### config.mk
export PLATFORM = sky130hd
export DESIGN_NAME = wake_power_ctrl
export DESIGN_NICKNAME = d
export VERILOG_FILES = /design/src/rtl/wake_power_pkg.sv /design/src/rtl/wake_sync.sv /design/src/rtl/wake_ctrl.sv /design/src/rtl/wake_dp.sv /design/src/rtl/wake_power_ctrl.sv
export SDC_FILE = /design/constraint.sdc
export NUM_CORES = 1
export LEC_CHECK = 0
export BUFFER_PORTS_ARGS = -buffer_cell sky130_fd_sc_hd__clkbuf_2
export CAP_MARGIN = 30
export CORE_AREA = 2 2 39 41
export DETAILED_ROUTE_END_ITERATION = 8
export DIE_AREA = 0 0 41 43
export GPL_ROUTABILITY_DRIVEN = 0
export GPL_TIMING_DRIVEN = 0
export SYNTH_ARGS = -nofsm -noshare
export SYNTH_HDL_FRONTEND = slang
export SYNTH_SLANG_ARGS = --single-unit
export TNS_END_PERCENT = 1
### constraint.sdc
create_clock -name clk -period 1.6 [get_ports clk]
set_input_delay 0.16 -clock clk [delete_from_list [all_inputs] [get_ports clk]]
set_output_delay 0.16 -clock clk [all_outputs]
set_load 0.05 [all_outputs]
### src/rtl/wake_power_pkg.sv
package wake_power_pkg;

  // Strobes issued by the control to the state datapath each cycle.
  typedef struct packed {
    logic setPending;  // store a missed alarm
    logic clrPending;  // pending wake consumed by a replay
    logic fire;        // drive the request active
    logic ackRelease;  // software acknowledge
    logic forceOff;    // standby absent: request inactive
  } wakeStrobes_t;

endpackage

### src/rtl/wake_sync.sv
module wake_sync #(
  parameter int STAGES = 2
) (
  input  logic clk,
  input  logic rstN,
  input  logic dIn,
  output logic qOut
);

  logic [STAGES-1:0] chain;

  always_ff @(posedge clk or negedge rstN) begin
    if (!rstN) begin
      chain <= '0;
    end else begin
      chain[0] <= dIn;
      for (int i = 1; i < STAGES; i++) begin
        chain[i] <= chain[i-1];
      end
    end
  end

  assign qOut = chain[STAGES-1];

endmodule

### src/rtl/wake_ctrl.sv
module wake_ctrl
  import wake_power_pkg::*;
(
  input  logic         alarmHit,
  input  logic         standbySync,
  input  logic         alarmWakeEn,
  input  logic         rememberEn,
  input  logic         wakeAck,
  input  logic         pendingWake,
  output wakeStrobes_t strobes
);

  logic liveFire;
  logic replay;

  always_comb begin
    liveFire           = standbySync & alarmHit & alarmWakeEn;
    replay             = standbySync & pendingWake;  // ignores alarmWakeEn
    strobes.fire       = liveFire | replay;
    strobes.clrPending = replay;
    strobes.setPending = ~standbySync & alarmHit & rememberEn;
    strobes.ackRelease = wakeAck;
    strobes.forceOff   = ~standbySync;
  end

endmodule

### src/rtl/wake_dp.sv
module wake_dp
  import wake_power_pkg::*;
(
  input  logic         clk,
  input  logic         rstN,
  input  wakeStrobes_t strobes,
  output logic         pendingWake,
  output logic         powerOnN
);

  logic wakeActive;

  always_ff @(posedge clk or negedge rstN) begin
    if (!rstN) begin
      pendingWake <= 1'b0;
    end else if (strobes.setPending) begin
      pendingWake <= 1'b1;
    end else if (strobes.clrPending) begin
      pendingWake <= 1'b0;
    end
  end

  // Priority: standby loss, then trigger, then acknowledge.
  always_ff @(posedge clk or negedge rstN) begin
    if (!rstN) begin
      wakeActive <= 1'b0;
    end else if (strobes.forceOff) begin
      wakeActive <= 1'b0;
    end else if (strobes.fire) begin
      wakeActive <= 1'b1;
    end else if (strobes.ackRelease) begin
      wakeActive <= 1'b0;
    end
  end

  assign powerOnN = ~wakeActive;

endmodule

### src/rtl/wake_power_ctrl.sv
module wake_power_ctrl
  import wake_power_pkg::*;
#(
  parameter int SYNC_STAGES = 2
) (
  input  logic clk,
  input  logic rstN,
  input  logic alarmHit,
  input  logic standbyOk,
  input  logic alarmWakeEn,
  input  logic rememberEn,
  input  logic wakeAck,
  output logic powerOnN
);

  logic         standbySync;
  logic         pendingWake;
  wakeStrobes_t strobes;

  wake_sync #(.STAGES(SYNC_STAGES)) u_sync (
    .clk  (clk),
    .rstN (rstN),
    .dIn  (standbyOk),
    .qOut (standbySync)
  );

  wake_ctrl u_ctrl (
    .alarmHit    (alarmHit),
    .standbySync (standbySync),
    .alarmWakeEn (alarmWakeEn),
    .rememberEn  (rememberEn),
    .wakeAck     (wakeAck),
    .pendingWake (pendingWake),
    .strobes     (strobes)
  );

  wake_dp u_dp (
    .clk         (clk),
    .rstN        (rstN),
    .strobes     (strobes),
    .pendingWake (pendingWake),
    .powerOnN    (powerOnN)
  );

endmodule

==> impl_results.md, run 1 <==
- Clk slew on worst S/H paths: ~0.040 ns
- Die area: ~1800 µm²
- Vias: 100
- Setup violations, final: 0
- Post-Synth XOR/XNOR Area: 0
- Syn Nets: 17
- Cell Rows: 14
- Worst slew pin tran: 0.2733 ns
- Hold Fails Final Rpt: 0
- Initial core utilization: 0.09674
- Cell Area, Synth: approximately 130 µm²
- Number of global-route vias before repair: 97
- Grt ovf: 0
- F_max: 941.0 MHz
- Setup Slack @ Placement: 0.7694 ns
- Final ANT Viol Nets: 0
- Part of the cycle the worst path needs: 0.6642
- Area Overhead vs Synth: 65.42%
- Clk_skew: about 0.0024 ns
- Synthesis Warnings: 0
- WS Path Type: reg2out
- 1st-iter DRT viols: 3
- Drt total wl: approximately 250 µm
- Switch share: 0.2108
- Max Root-Sink Buffers: 2
- Adder-cell share of the synthesized area: 0
- WP data arrival: around 0.9 ns
- Commonest cells after routing, fill and taps aside: clkbuf_2 (7), dfrtp_1 (4), clkbuf_4 (3)
- GRT Overall Usage: 0.04339
- Register area: 100.1 µm²
- First-pass detailed-route iteration total: 2
- Wire per inst: 6.703 µm
- Req. time, crit path: 1.44 ns
- Port buffer count: 7
- Antenna diodes: 0
- Pwr Density: 1166 nW/µm²
- Switching power: 54.41 µW
- Worst-path fanout max: 2
- Mean area per synthesized cell: between 10 and 15 µm²
- Clock Power Share: 0.470
- RSZ-0062 raised after global routing: no
- Int Power: 203.7 µW
- Max VDD drop: 344.8 µV
- DIE HEIGHT: 43 µm
- Total negative slack: 0 ns
- Post-synthesis sequential area ratio: 0.7477
- CTS root buf: clkbuf_4
- Clk_lat worst skew: 0.23 ns
- Worst hold path type: in2reg
- Largest net degree at the start of global routing: 5
- Max Cap Violations: 0
- Final worst slack: between 0.5 and 0.6 ns
- Simple-Gate Fraction of Synth Area: 0.1215
- Area of the multi-input gates: 30.03 µm²
- Complex-gate fraction of the synthesized area: 0.1028
- Fill cells: 149
- Die X: between 40 and 50 µm
- Largest family of logic cells by synthesized area: simple AND/OR/NAND/NOR gates
- Critical Path Source Type: flip-flop
- Mux contribution to synthesized area: 0
- Share of post-route cells with drive strength above 1: 0.4762
- #FFs+latches synth: 4
- Min cycle time layout: 1.063 ns
- Crit. End Element: output port
- Total CTS buffers: 3
- Slew headroom: 0.8186
- Flop pwr share: 0.428
- I/O pin count: 8
- CTS tree: done
- Comb pwr share: 0.102
- Fin nets: 30
- Post-synth cell types: 7
- Pins Over Slew Limit: 0
- Post-CTS Resized: 0
- DR DRC count: 0
- Routed vias/inst: 2.703
- Clock sink total: 4
- Outcome: finished clean
- Core footprint: 1384 µm²
- Most common library cell in the layout ignoring fill and taps: clkbuf_2
- Initial antenna violation count: 0
- First-pass GRT wire length: about 380 µm
- H-tree depth: 1
- Lkg Pwr: around 0.11 nW
- Mapped Cells: 10
==> state kept, by name, indices dropped and copies added, names as in the netlist <==
signal and count:
u_dp.pendingWake 1, u_dp.wakeActive 1, u_sync.chain 2
==> per-layer routing <==
metal | up-vias | wire length [µm] | GRT usage
met2 | 10 | 57 | 0.02813
met4 | 0 | 0 | 0.04000
met3 | 0 | 68 | 0.07853
met5 | - | 0 | 0
li1 | 55 | - | -
met1 | 35 | 122 | 0.04248
==> per-stage QoR <==
| stage | cell area [µm²] | cells | utilization | power, mW | hold WS, ns |
|---|---|---|---|---|---|
| 2_1_floorplan | 133.9 | 10 | - | 0.1248 | -0.1356 |
| 3_3_place_gp | 188.9 | 33 | 0.1365 | 0.1361 | -0.03020 |
| 3_5_place_dp | 188.9 | 33 | 0.1365 | 0.1367 | -0.02668 |
| 4_1_cts | 221.5 | 37 | 0.1600 | 0.2669 | 0.02741 |
| 5_1_grt | 221.5 | 37 | 0.1600 | 0.2808 | 0.02440 |
| 6_report | 221.5 | 37 | 0.1600 | 0.2582 | 0.03660 |
==> synthesized netlist by cell type <==
cell type | n | area [µm²]
o31a_1 | 1 | 8.760
nor2b_1 | 1 | 6.260
and2_1 | 1 | 6.260
a21oi_1 | 1 | 5.000
inv_1 | 1 | 3.750
dfrtp_1 | 4 | 100.1
nor2_1 | 1 | 3.750
==> worst paths after layout <==
check / endpoint / slack, ns / depth (start not counted) / startpoint
min: u_sync.chain[0] / 0.04 / 1 / standbyOk
max reg2reg: u_dp.wakeActive / 0.77 / 2 / u_dp.wakeActive
max in group asynchronous: u_sync.chain[0] / 1.20 / 2 / rstN
min reg2reg: u_sync.chain[1] / 0.34 / 0 / u_sync.chain[0]
min in group asynchronous: u_sync.chain[1] / 0.27 / 2 / rstN
max: powerOnN / 0.54 / 2 / u_dp.wakeActive
==> power groups by stage <==
stage | Sequential [mW] | Combinational, mW | Clock, mW
2_1_floorplan | 0.111 | 0.0135 | 0
3_3_place_gp | 0.111 | 0.0247 | 0
3_5_place_dp | 0.112 | 0.0250 | 0
4_1_cts | 0.110 | 0.0270 | 0.130
5_1_grt | 0.111 | 0.0297 | 0.140
6_report | 0.110 | 0.0264 | 0.121
==> worst max-delay path, stage by stage, from the launching register on <==
cell	delay (ns)
dfrtp_1	0.36
inv_1	0.05
clkbuf_2	0.26
==> kinds of logic after synthesis <==
kind of cell / count (synthesis)
and+or+nand+nor: 3
buffers and inverters: 1
AOI/OAI and AO/OA: 2
DFF: 4
==> cell type report <==
type,instances,area share
multi-input cells,5,0.1356
well taps,16,0.09040
clock buffers,3,0.1017
inverters,1,0.01695
repair buffers,8,0.2034
flip-flops and latches,4,0.4520
==> repair_timing <==
item | CTS | global route
buffers inserted | 0 | 0
hold buffers | 1 | 0
endpoints found under the hold margin | 4 | 0
(Power assumes the default switching activity.)
==> run 2, diff against run 1 <==
==> constraint.sdc (replaced) <==
create_clock -name clk -period 0.9 [get_ports clk]
set_input_delay 0.09 -clock clk [delete_from_list [all_inputs] [get_ports clk]]
set_output_delay 0.09 -clock clk [all_outputs]
set_load 0.05 [all_outputs]
==> run 2 against run 1 <==
  * Die area stayed put
  * Largest cell class unchanged
  * Sequential cell count stayed put
  * Largest power group unchanged
  * Clock-buffer cell count did not move
  * Worst hold slack better by 0.077 ns
  * Worst setup slack got worse by 0.53 ns
  * Final area grew 9.0%
  * Register-to-register slack worse by 0.72 ns
  * First-iteration DRC count unchanged
  * Non-clock buffer count grew 1
  * Critical path depth did not move
  * Cell count grew 2.7%
==> impl_results.md, run 2 (same netlist as run 1, synthesis figures left out) <==
- Max Cap Violations: 0 (unchanged)
- Number of global-route vias before repair: 111 (was 97)
- Max VDD drop: 619.9 µV (was 344.8 µV)
- 1st-iter DRT viols: 3 (unchanged)
- Lkg Pwr: 0.1166 nW (was 0.1091 nW)
- Setup Slack @ Placement: 0.06942 ns (was 0.7694 ns)
- Req. time, crit path: 0.81 ns (was 1.44 ns)
- Reg2reg end: u_dp.wakeActive (unchanged)
- Antenna diodes: 0 (unchanged)
- Die area: 1763 µm² (unchanged)
- Commonest cells after routing, fill and taps aside: clkbuf_2 (6), dfrtp_1 (4), clkbuf_4 (3) (was clkbuf_2 (7), dfrtp_1 (4), clkbuf_4 (3))
- Clock sink total: 4 (unchanged)
- H-tree depth: 1 (unchanged)
- Clk_lat worst skew: 0.23 ns (about the same)
- Worst hold start: rememberEn (was standbyOk)
- Worst-path fanout max: 2 (unchanged)
- Cells along the critical path: inv_2, buf_8 (was inv_1, clkbuf_2)
- Critical Path Source Type: flip-flop (unchanged)
- Top Registers: u_sync.chain: 2 flops, u_dp.pendingWake: 1 flops, u_dp.wakeActive: 1 flops (unchanged)
- RSZ-0062 raised after global routing: yes (was no)
- Worst hold path type: in2reg (unchanged)
- Vias: 111 (was 100)
- Pins Over Slew Limit: 0 (unchanged)
- R2R cell count: 2 (unchanged)
- Largest net degree at the start of global routing: 5 (unchanged)
- Setup violations, final: 0 (unchanged)
- Most common library cell in the layout ignoring fill and taps: clkbuf_2 (unchanged)
- Critical-path top delay cell: dfrtp_1 (unchanged)
- Share of post-route cells with drive strength above 1: 0.5000 (was 0.4762)
- F_max: 1125 MHz
- Total negative slack: 0 ns (unchanged)
- First-pass detailed-route iteration total: 2 (unchanged)
- R2r setup slk: 0.05 ns (was 0.77 ns)
- Tot Pwr: 469.6 µW (was 258.2 µW)
- Crit. End Element: output port (unchanged)
- Port buffer count: 7 (unchanged)
- WP data arrival: 0.80 ns (was 0.90 ns)
- Core footprint: 1384 µm² (unchanged)
- Clk_skew: 0.002382 ns (was 0.002352 ns)
- CTS root buf: clkbuf_4 (unchanged)
- Setup bufs post-CTS: 0 (unchanged)
- Slowest stage delay, CP: 0.37 ns (was 0.36 ns)
- FF-to-FF Start: u_dp.wakeActive (unchanged)
- Max Root-Sink Buffers: 2 (unchanged)
- Worst slew pin tran: 0.1106 ns (was 0.2733 ns)
- Part of the cycle the worst path needs: 0.9879
- Largest register FFs: 2 (unchanged)
- Total CTS buffers: 3 (unchanged)
- Hold endpoint: u_dp.pendingWake (was u_sync.chain[0])
- Initial core utilization: 0.09674 (unchanged)
- Outcome: finished clean (unchanged)
- Routed vias/inst: 2.921 (was 2.703)
- Initial antenna violation count: 0 (unchanged)
- Slew headroom: 0.9263 (was 0.8186)
- Cell Rows: 14 (unchanged)
- First-pass GRT wire length: 420 µm (was 379 µm)
- Clk slew on worst S/H paths: 0.04 ns (about the same)
- Layout Cells excl Fill: 38 (was 37)
- Wire per inst: 6.763 µm (was 6.703 µm)
- Grt ovf: 0 (unchanged)
- Pwr Density: 1945 nW/µm² (was 1166 nW/µm²)
- Drt total wl: 257 µm (was 248 µm)
- Hold Fails Final Rpt: 0 (unchanged)
- DIE HEIGHT: 43 µm (unchanged)
- Die X: 41 µm (unchanged)
- Design area: 241.5 µm² (was 221.5 µm²)
- Area Overhead vs Synth: 80.37% (was 65.42%)
- WS Path Type: reg2out (unchanged)
- GRT Overall Usage: 0.04642 (was 0.04339)
- Min-Delay Path Depth: 3 (was 1)
- Final ANT Viol Nets: 0 (unchanged)
- CTS tree: done (unchanged)
- I/O pin count: 8 (unchanged)
- Fin nets: 31 (was 30)
- DR DRC count: 0 (unchanged)
- Placed cell count: 33 (unchanged)
- Placement Cell Area: 188.9 µm² (unchanged)
- Final worst slack: 0.01092 ns (was 0.5373 ns)
- Min cycle time layout: 0.8891 ns
- Largest Register: u_sync.chain (unchanged)
## run 2: worst max-delay path: cells and delay by family, from the launching register on
kind / cells / cell delay, ns
buf+inv: 2 / 0.19
flops: 1 / 0.37
## run 2: worst max path at each step
stage	from	endpoint	slack [ns]	cells past startpoint
4_1_cts	u_dp.wakeActive	powerOnN	-0.02	2
2_1_floorplan	u_dp.wakeActive	u_dp.wakeActive	0.09	2
3_3_place_gp	u_dp.wakeActive	u_dp.wakeActive	0.08	2
3_5_place_dp	u_dp.wakeActive	u_dp.wakeActive	0.07	2
5_1_grt	u_dp.wakeActive	powerOnN	-0.04	2
6_report	u_dp.wakeActive	powerOnN	0.01	2
## run 2: cell type report
| cell class | instances | area (µm²) |
|---|---|---|
| clock buffers | 3 | 22.52 |
| fillers | 151 | 1142 |
| inverters | 1 | 3.754 |
| multi-input cells | 5 | 30.03 |
| flip-flops and latches | 4 | 100.1 |
| well taps | 16 | 20.02 |
| repair buffers | 9 | 65.06 |
## run 2: metal layers
layer	up-vias	wire length (µm)	global-route usage
met2	10	68	0.03750
met5	-	0	0
li1	58	-	-
met3	0	65	0.07853
met4	0	0	0.04000
met1	43	124	0.04248
## run 2: timing repair
item | in CTS | in global routing
hold buffers | 2 | 0
pin swaps | 0 | 0
endpoints found under the setup margin | 1 | 1
endpoints found under the hold margin | 5 | 0
cloned | 0 | 0
resized for setup | 2 | 2
## run 2: power by group
part           leakage, nW  switching, mW  total (mW)  internal [mW]
Clock               0.0138         0.0646       0.213          0.149
Sequential          0.0493        0.00496       0.197          0.192
Combinational       0.0535         0.0276      0.0595         0.0319
Total                0.117         0.0971       0.470          0.373
## run 2: per-stage QoR
| stage | hold slack [ns] | util |
|---|---|---|
| 6_report | 0.1135 | 0.1745 |
| 2_1_floorplan | -0.2056 | - |
| 3_5_place_dp | -0.09668 | 0.1365 |
| 3_3_place_gp | -0.1002 | 0.1365 |
| 4_1_cts | 0.1076 | 0.1736 |
| 5_1_grt | 0.1103 | 0.1745 |
